**src/rtl/gpirq_pkg.sv**
```systemverilog
package gpirq_pkg;

  localparam int ADDR_W = 8;

  localparam logic [ADDR_W-1:0] OFS_ENABLE = 8'h90;
  localparam logic [ADDR_W-1:0] OFS_MODE   = 8'h94;
  localparam logic [ADDR_W-1:0] OFS_FLTEN  = 8'h98;
  localparam logic [ADDR_W-1:0] OFS_PERIOD = 8'h9C;

  typedef enum logic [2:0] {
    SEL_NONE,
    SEL_ENABLE,
    SEL_MODE,
    SEL_FLTEN,
    SEL_PERIOD
  } reg_sel_e;

  typedef enum logic [1:0] {
    KIND_OFF,
    KIND_PASS,
    KIND_FILT,
    KIND_BOTH
  } line_kind_e;

  function automatic reg_sel_e decode_addr(input logic [ADDR_W-1:0] a);
    reg_sel_e s;
    case (a)
      OFS_ENABLE: s = SEL_ENABLE;
      OFS_MODE:   s = SEL_MODE;
      OFS_FLTEN:  s = SEL_FLTEN;
      OFS_PERIOD: s = SEL_PERIOD;
      default:    s = SEL_NONE;
    endcase
    return s;
  endfunction

endpackage

```
**src/rtl/gpirq_rst_sync.sv**
```systemverilog
module gpirq_rst_sync #(
  parameter int STAGES = 2
) (
  input  logic clk,
  input  logic rst_n,
  output logic rst_sync_n
);

  logic [STAGES-1:0] chain_q;

  always_ff @(posedge clk or negedge rst_n) begin
    if (!rst_n) begin
      chain_q <= '0;
    end else begin
      chain_q <= {chain_q[STAGES-2:0], 1'b1};
    end
  end

  assign rst_sync_n = chain_q[STAGES-1];

endmodule

```
**src/rtl/gpirq_regs.sv**
```systemverilog
module gpirq_regs
  import gpirq_pkg::*;
#(
  parameter int N_LINES = 24,
  parameter int PER_W   = 8,
  parameter int DATA_W  = 32
) (
  input  logic               clk,
  input  logic               rst_n,
  input  logic               wr_en,
  input  logic [ADDR_W-1:0]  addr,
  input  logic [DATA_W-1:0]  wdata,
  output logic [N_LINES-1:0] en_o,
  output logic [N_LINES-1:0] mode_o,
  output logic [N_LINES-1:0] fen_o,
  output logic [PER_W-1:0]   per_o,
  output logic [DATA_W-1:0]  rdata
);

  localparam int HI_W = (N_LINES > PER_W) ? N_LINES : PER_W;

  reg_sel_e           sel;
  logic [N_LINES-1:0] en_q, mode_q, fen_q;
  logic [N_LINES-1:0] line_d;
  logic [PER_W-1:0]   per_q, per_d;
  logic               en_ce, mode_ce, fen_ce, per_ce;
  logic               unused_wdata;

  assign sel = decode_addr(addr);

  // next-state and clock enables
  always_comb begin
    line_d  = wdata[N_LINES-1:0];
    per_d   = wdata[PER_W-1:0];
    en_ce   = wr_en && (sel == SEL_ENABLE);
    mode_ce = wr_en && (sel == SEL_MODE);
    fen_ce  = wr_en && (sel == SEL_FLTEN);
    per_ce  = wr_en && (sel == SEL_PERIOD);
  end

  assign unused_wdata = ^wdata[DATA_W-1:HI_W];

  always_ff @(posedge clk or negedge rst_n) begin
    if (!rst_n) begin
      en_q   <= '0;
      mode_q <= '0;
      fen_q  <= '0;
      per_q  <= '0;
    end else begin
      if (en_ce)   en_q   <= line_d;
      if (mode_ce) mode_q <= line_d;
      if (fen_ce)  fen_q  <= line_d;
      if (per_ce)  per_q  <= per_d;
    end
  end

  always_comb begin
    rdata = '0;
    case (sel)
      SEL_ENABLE: rdata[N_LINES-1:0] = en_q;
      SEL_MODE:   rdata[N_LINES-1:0] = mode_q;
      SEL_FLTEN:  rdata[N_LINES-1:0] = fen_q;
      SEL_PERIOD: rdata[PER_W-1:0]   = per_q;
      default:    rdata = '0;
    endcase
  end

  assign en_o   = en_q;
  assign mode_o = mode_q;
  assign fen_o  = fen_q;
  assign per_o  = per_q;

endmodule

```
**src/rtl/gpirq_filter.sv**
```systemverilog
module gpirq_filter #(
  parameter int PER_W = 8
) (
  input  logic             clk,
  input  logic             rst_n,
  input  logic             raw_i,
  input  logic [PER_W-1:0] period_i,
  output logic             filt_o
);

  logic [PER_W-1:0] run_q, run_d;
  logic             filt_q, filt_d;
  logic [PER_W:0]   need, seen;
  logic             differs, ce;

  always_comb begin
    need    = (period_i == '0) ? {{PER_W{1'b0}}, 1'b1} : {1'b0, period_i};
    seen    = {1'b0, run_q} + {{PER_W{1'b0}}, 1'b1};
    differs = (raw_i != filt_q);
    filt_d  = filt_q;
    run_d   = '0;
    if (differs) begin
      if (seen >= need) begin
        filt_d = raw_i;
        run_d  = '0;
      end else begin
        run_d  = seen[PER_W-1:0];
      end
    end
    ce = differs || (run_q != '0);
  end

  always_ff @(posedge clk or negedge rst_n) begin
    if (!rst_n) begin
      run_q  <= '0;
      filt_q <= 1'b0;
    end else if (ce) begin
      run_q  <= run_d;
      filt_q <= filt_d;
    end
  end

  assign filt_o = filt_q;

endmodule

```
**src/rtl/gpirq_shaper.sv**
```systemverilog
module gpirq_shaper
  import gpirq_pkg::*;
(
  input  logic clk,
  input  logic rst_n,
  input  logic en_i,
  input  logic mode_i,
  input  logic fen_i,
  input  logic raw_i,
  input  logic filt_i,
  output logic irq_o
);

  logic       prev_q;
  logic       both;
  line_kind_e kind;

  always_ff @(posedge clk or negedge rst_n) begin
    if (!rst_n) begin
      prev_q <= 1'b0;
    end else begin
      prev_q <= filt_i;
    end
  end

  always_comb begin
    both = mode_i && fen_i;
    if (!en_i)      kind = KIND_OFF;
    else if (both)  kind = KIND_BOTH;
    else if (fen_i) kind = KIND_FILT;
    else            kind = KIND_PASS;

    case (kind)
      KIND_OFF:  irq_o = both;
      KIND_BOTH: irq_o = ~(filt_i ^ prev_q);
      KIND_FILT: irq_o = filt_i;
      default:   irq_o = raw_i;
    endcase
  end

endmodule

```
**src/rtl/gpio_irq_front.sv**
```systemverilog
module gpio_irq_front
  import gpirq_pkg::*;
#(
  parameter int N_LINES     = 24,
  parameter int PER_W       = 8,
  parameter int DATA_W      = 32,
  parameter int SYNC_STAGES = 2
) (
  input  logic               clk,
  input  logic               rst_n,
  input  logic               reg_we,
  input  logic [ADDR_W-1:0]  reg_addr,
  input  logic [DATA_W-1:0]  reg_wdata,
  output logic [DATA_W-1:0]  reg_rdata,
  input  logic [N_LINES-1:0] line_in,
  output logic [N_LINES-1:0] irq_out
);

  logic               rst_sync_n;
  logic [N_LINES-1:0] en_q, mode_q, fen_q, filt_q;
  logic [PER_W-1:0]   per_q;

  gpirq_rst_sync #(.STAGES(SYNC_STAGES)) u_rst (
    .clk        (clk),
    .rst_n      (rst_n),
    .rst_sync_n (rst_sync_n)
  );

  gpirq_regs #(.N_LINES(N_LINES), .PER_W(PER_W), .DATA_W(DATA_W)) u_regs (
    .clk    (clk),
    .rst_n  (rst_sync_n),
    .wr_en  (reg_we),
    .addr   (reg_addr),
    .wdata  (reg_wdata),
    .en_o   (en_q),
    .mode_o (mode_q),
    .fen_o  (fen_q),
    .per_o  (per_q),
    .rdata  (reg_rdata)
  );

  for (genvar i = 0; i < N_LINES; i++) begin : g_line
    gpirq_filter #(.PER_W(PER_W)) u_filt (
      .clk      (clk),
      .rst_n    (rst_sync_n),
      .raw_i    (line_in[i]),
      .period_i (per_q),
      .filt_o   (filt_q[i])
    );

    gpirq_shaper u_shape (
      .clk    (clk),
      .rst_n  (rst_sync_n),
      .en_i   (en_q[i]),
      .mode_i (mode_q[i]),
      .fen_i  (fen_q[i]),
      .raw_i  (line_in[i]),
      .filt_i (filt_q[i]),
      .irq_o  (irq_out[i])
    );
  end

endmodule

```
**config.mk**
```make
export PLATFORM = sky130hd
export DESIGN_NAME = gpio_irq_front
export DESIGN_NICKNAME = d
export VERILOG_FILES = /design/src/rtl/gpirq_pkg.sv /design/src/rtl/gpirq_rst_sync.sv /design/src/rtl/gpirq_regs.sv /design/src/rtl/gpirq_filter.sv /design/src/rtl/gpirq_shaper.sv /design/src/rtl/gpio_irq_front.sv
export SDC_FILE = /design/constraint.sdc
export NUM_CORES = 1
export LEC_CHECK = 0
export BUFFER_PORTS_ARGS = -buffer_cell sky130_fd_sc_hd__buf_2
export CAP_MARGIN = 20
export CORE_UTILIZATION = 63
export DETAILED_ROUTE_END_ITERATION = 6
export GPL_ROUTABILITY_DRIVEN = 0
export HOLD_SLACK_MARGIN = 0.02
export PLACE_DENSITY = 0.84
export SLEW_MARGIN = 10
export SYNTH_ARGS = -nofsm -noshare
export SYNTH_HDL_FRONTEND = slang
export SYNTH_HIERARCHICAL = 1
export SYNTH_SLANG_ARGS = --single-unit
```
**constraint.sdc**
```tcl
create_clock -name clk -period 12.7 [get_ports clk]
set_input_delay 2.54 -clock clk [delete_from_list [all_inputs] [get_ports clk]]
set_output_delay 2.54 -clock clk [all_outputs]
set_load 0.05 [all_outputs]
```
# Word-level counts from Yosys, hierarchy flattened
# Index checks and enable logic that the tools add are counted.
dict set report word_totals {
  ff_bits 322
  inputBits 67
  out_inout_bits 56
  elab_cells 526
}
dict set report op_classes {
  n_addsub 24
  n_lt_le_gt_ge 24
  n_eq_ne 80
  muxes 148
  bitwise 48
  n_reduce_logical 125
}
# cell count
set ops {}
lappend ops {{8-bit two-way mux} 49}
lappend ops {{8-bit by 1-bit adder with 9-bit output, second input constant} 24}
lappend ops {{8-bit nonzero test} 24}
lappend ops {{9-bit greater-or-equal comparator} 18}
lappend ops {{2-bit two-way mux} 72}
lappend ops {{2-bit equality test, second input constant} 48}
lappend ops {{1-bit case mux with 3 select lines} 24}
lappend ops {{3-bit AND reduction} 24}
lappend ops {{9-bit by 8-bit greater-or-equal comparator with 1-bit output} 6}
lappend ops {{2-bit logical NOT} 24}
lappend ops {{16-bit case mux with 3 select lines} 1}
lappend ops {{8-bit equality test, second input constant} 4}
lappend ops {{8-bit case mux with 4 select lines} 1}
lappend ops {{1-bit logical AND} 28}
lappend ops {{1-bit logical OR} 24}
lappend ops {{1-bit != test} 24}
lappend ops {{1-bit NOT} 24}
lappend ops {{1-bit bitwise XOR} 24}
lappend ops {{3-bit case mux with 4 select lines} 1}
lappend ops {{8-bit logical NOT} 1}
lappend ops {{3-bit by 2-bit equality test with 1-bit output, second input constant} 2}
lappend ops {{3-bit by 1-bit equality test with 1-bit output, second input constant} 1}
lappend ops {{3-bit equality test, second input constant} 1}

# Longest topological paths before layout
dict set report depth {
  word_depth 5
  mapped_depth 9
  depth_no_buf 9
}

# By module
# The synthesis kept the hierarchy.
# module instances cells_per_inst area_per_inst_um2 seq_area_each_um2
set modules_own_cells {}
lappend modules_own_cells {gpirq_filter 24 71 705.7 225.2}
lappend modules_own_cells {gpirq_regs 1 278 3955.0 2001.9}
lappend modules_own_cells {gpirq_shaper 24 7 66.3 25.0}
lappend modules_own_cells {gpirq_rst_sync 1 3 53.8 50.0}

# Worst setup path after synthesis
# No wires, ideal clock.
dict set report synth_path {
  path_type {input to output}
  startpoint {input port reg_addr[6]}
  endpoint {output port reg_rdata[11]}
  arrival_time_ns 4.202
  required_ns 10.160
  path_slack_ns 5.958
  cell_stages 5
  n_path_buf 2
  path_cell_list {and4bb_2 > buf_4 > nand2_1 > clkbuf_1 > a21oi_1}
}
dict set report synth_via {
  elab_chain_len 4
  elab_cells_between_ends 9
  cone_classes {eq/ne (7); mux (2)}
}
# item line_no
set synth_lines {}
lappend synth_lines {{start, declared} gpio_irq_front.sv:12} ;# input logic [ADDR_W-1:0] reg_addr,
lappend synth_lines {{8-bit equality test} gpirq_pkg.sv:27} ;# case (a)
lappend synth_lines {{3-bit case mux with 4 select lines *} gpirq_pkg.sv:27}
lappend synth_lines {{3-bit by 2-bit equality test with 1-bit output / 3-bit by 1-bit equality test with 1-bit output (equally long branches)} gpirq_regs.sv:59} ;# case (sel)
lappend synth_lines {{16-bit case mux with 3 select lines *} gpirq_regs.sv:59}
lappend synth_lines {{end, declared} gpio_irq_front.sv:14} ;# output logic [DATA_W-1:0] reg_rdata,
# Mark *: on every way between the ends. The rest lies on a longest branch, timed or not.

# Final worst setup path
dict set report layout_path {
  startpoint {input port reg_addr[6]}
  endpoint {output port reg_rdata[17]}
}
# Same word-level chain as after synthesis.

==> flow_summary.toml <==
[status]
status = "complete, no violations"

[synthesis]
synthAdderAreaFrac_pct = 13.3
synth_compound_area_share_pct = 11.8
synth_cell_type_count = 46
yosys.area.top_type = "dfrtp_1"
postSynthCellCount = 2153
ys_seq_area_share_pct = 35.8
yosysWarnings = 6
synth-xor-area-share_pct = 6.53
ys_ff_latch = 322
synth_top_family_by_area = "simple AND/OR/NAND/NOR gates"
synth_area_um2 = 22500
synth_edf_count = 0
synth_top_flop_cell = "dfrtp_1"
synthMuxAreaShare_pct = 7.47
async_flop_share_pct = 100
yosysMostFrequentCell = "dfrtp_1"
synth_area_leaders = "dfrtp_1 (36%), ha_1 (13%), nor3b_1 (4.8%)"
synth_commonest_cells = "dfrtp_1 (322), inv_1 (264), ha_1 (240), nand3_1 (144), nor3b_1 (144)"
yosysTopAreaCellShare_pct = 35.8
synth-simple-area-share_pct = 19.8
avgSynthCellArea_um2 = 10.5

[power]
ir_drop_uv = 104
leakage_uw = 0.0118
p_per_area_nw_per_um2 = 142

[clock_network]
ctsHoldBuffers = 0
path_clk_slew_ns = 0.06
cts_buffers = 37
post_cts_resize_count = 0
clk-insertion-delay-late_ns = 0.53
clockBufferDepth = 3
cts-root-buf = "clkbuf_16"
post-cts-setup-buffers = 0
cts-htree-levels = 2
cts_tree = "done"
cts.sinks = 322

[sta]
tightest_slew_ns = 1.10
setup_slack_ns = 5.22
finClkSkew_ns = 0.0235
fin_hold_ws_ns = 0.346
finalCritPeriodShare_pct = 58.9
slew-limit-headroom_pct = 26.5
hold_viol_final = 0
setup-tns-final_ns = 0
drv_slew = 0
rsz0062_at_grt = "no"
fmax_mhz = 134
period_needed_ns = 7.48
setup_viol = 0

[floorplan]
core_um2 = 34900
rows = 68
top_level_ports = 123
die_height_um = 191
dieArea_um2 = 36500
floorplan.initialDensity_pct = 64.6
die_x_um = 191

[worst_setup_path]
regToRegSetupSlack_ns = 9.83
cp.required_ns = 10.16
cpPeakStageDelay_ns = 0.75
critical_path.top_delay_family = "simple AND/OR/NAND/NOR gates"
slowest_stage = "nand2_1"
startpoint_type = "input port"
cp_max_fo = 16
cp-end-kind = "primary output"
r2r-start = "g_line[12].u_filt/run_q[0]"
cp_common_cell = "buf_2"
path_buf_inv = 2
r2r_cells = 9
r2r_end = "g_line[12].u_filt/filt_o"
cp.arrival_ns = 4.94
crit_chain = "buf_2, and4bb_2, nand2_1, a21oi_1, buf_2"
crit_type = "input port to primary output"

[drt]
first_pass_iters = 5
ant_nets = 0
wl_per_cell_um = 19.3
avgViaCountPerCell = 6.26
drt_wl_total_um = 53800
drc = 0
vias = 17400
dr.first_iter.drc_count = 1000

[global_routing]
grt_use_met2_pct = 52.3
busiest_layer = "met2"
grt_pass1_wl_um = 89400
gr-total-overflow = 0
antenna_found_initial = 2
grt_pass1_vias = 18100
grt_max_degree = 80
met1_usage_pct = 37.9
use_met3_pct = 4.57
grt_usage_pct = 30.3

[worst_hold_path]
holdPathStages = 0
min-delay-start = "u_rst/chain_q[0]"
holdPathEnd = "u_rst/chain_q[1]"
min_path_type = "register to register"

[layout]
seq_area_um2 = 8070
fin_area_um2 = 24900
n_fill_cell = 2391
drive_above_1_share_pct = 17.2
area_growth_pct = 10.6
multi_input_area_um2 = 13300
nets = 2600

[place]
pre_cts_ws_ns = 5.28
place_area_um2 = 23600
dp_hpwl_um = 35800
io_buffer_count = 106

[run]
drv_cap = 0
==> per-stage QoR <==
| step | utilization [%] | std cells | power (uW) |
|---|---|---|---|
| floorplan | - | 2160 | 2130 |
| global placement | 67.6 | 2708 | 2320 |
| detailed placement | 67.6 | 2708 | 2390 |
| CTS | 71.4 | 2776 | 3560 |
| global route | 71.4 | 2777 | 3750 |
| finish | 71.4 | 2780 | 3550 |
==> cell usage in the layout (no fill, tap or decap), types with 16 or more instances in the layout <==
master     Yosys  routed
or2_2         16      16
dfrtp_1      322     316
inv_1        264     264
nand4_1       24      24
mux2_2        47      47
nor2_1        25      25
o21ai_1       48      48
a21o_1        72      72
mux2_4        44      44
a41o_1        24      24
clkbuf_16      0      39
nor3b_1      144     144
o2111ai_2     24      24
a31oi_1       24      24
nor4b_1       24      24
xor2_1        72      72
and3_4        24      24
xnor2_1       96      96
mux2i_1       16      16
ha_1         240     240
nand3b_1      24      24
o31ai_1       24      24
buf_2          7     106
a21oi_1       16      16
nand2_1       89      89
o211ai_4      24      24
nor3_1        48      48
a221oi_2      24      24
nand3_1      144     144
and3_1        80      80
nand2b_1      48      48
nor4_1        24      24
==> registers in the layout, indices dropped and copies added, names as in the netlist <==
register and cells:
u_rst/chain_q 2, u_regs/fen_o 24, g_line.u_filt/filt_o 24, u_regs/en_o 24, u_regs/mode_o 24, u_regs/per_o 8, g_line.u_shape/prev_q 24, g_line.u_filt/run_q 192
==> cell families (layout without fill, tap and decap cells) <==
group                    after synthesis  in the layout
AO/OA/AOI/OAI                        280            280
XOR/XNOR                             168            168
adder cells (fa/ha/maj)              240            240
buffers and inverters                290            452
flip-flops                           322            322
multiplexers                         128            128
other                                  2             12
AND/OR/NAND/NOR                      723            723
==> worst max-delay path by stage <==
stage | startpoint | to | slack, ns | depth (start not counted)
after detailed placement | reg_addr[6] | reg_rdata[17] | 5.28 | 5
after global placement | reg_addr[6] | reg_rdata[17] | 5.25 | 5
after CTS | reg_addr[6] | reg_rdata[17] | 5.26 | 5
after global routing | reg_addr[6] | reg_rdata[17] | 5.13 | 5
after floorplan | u_rst/chain_q[1] | g_line[0].u_filt/filt_o | 3.06 | 0
final | reg_addr[6] | reg_rdata[17] | 5.22 | 5
==> worst reg2reg max path, delay by kind of cell, from the launching register on <==
family	cells	cell delay (ns)
flip-flops	1	0.49
XOR/XNOR	1	0.28
multiplexers	1	0.34
AND/OR/NAND/NOR	3	0.56
AO/OA/AOI/OAI	2	0.53
adder cells (fa/ha/maj)	2	0.55
==> routing by layer <==
metal	vias to the layer above	share of wire, %
li1	8023	-
met1	8709	41
met2	484	50
met3	173	5.8
met4	2	3.8
met5	-	0.024
==> power breakdown <==
group	internal [uW]	switching [uW]	total, uW
logic	473	605	1080
registers	1150	173	1320
clock network	723	427	1150
==> layout make-up <==
class	instances	share of cell area, %
multi-input cells	1548	53.4
flip-flops and latches	322	32.4
clock buffers	59	4.62
inverters	264	3.98
repair buffers	120	2.60
well taps	455	2.28
clock inverters	9	0.708
diodes	3	0.0301
Power figures use the tool's default switching activity.
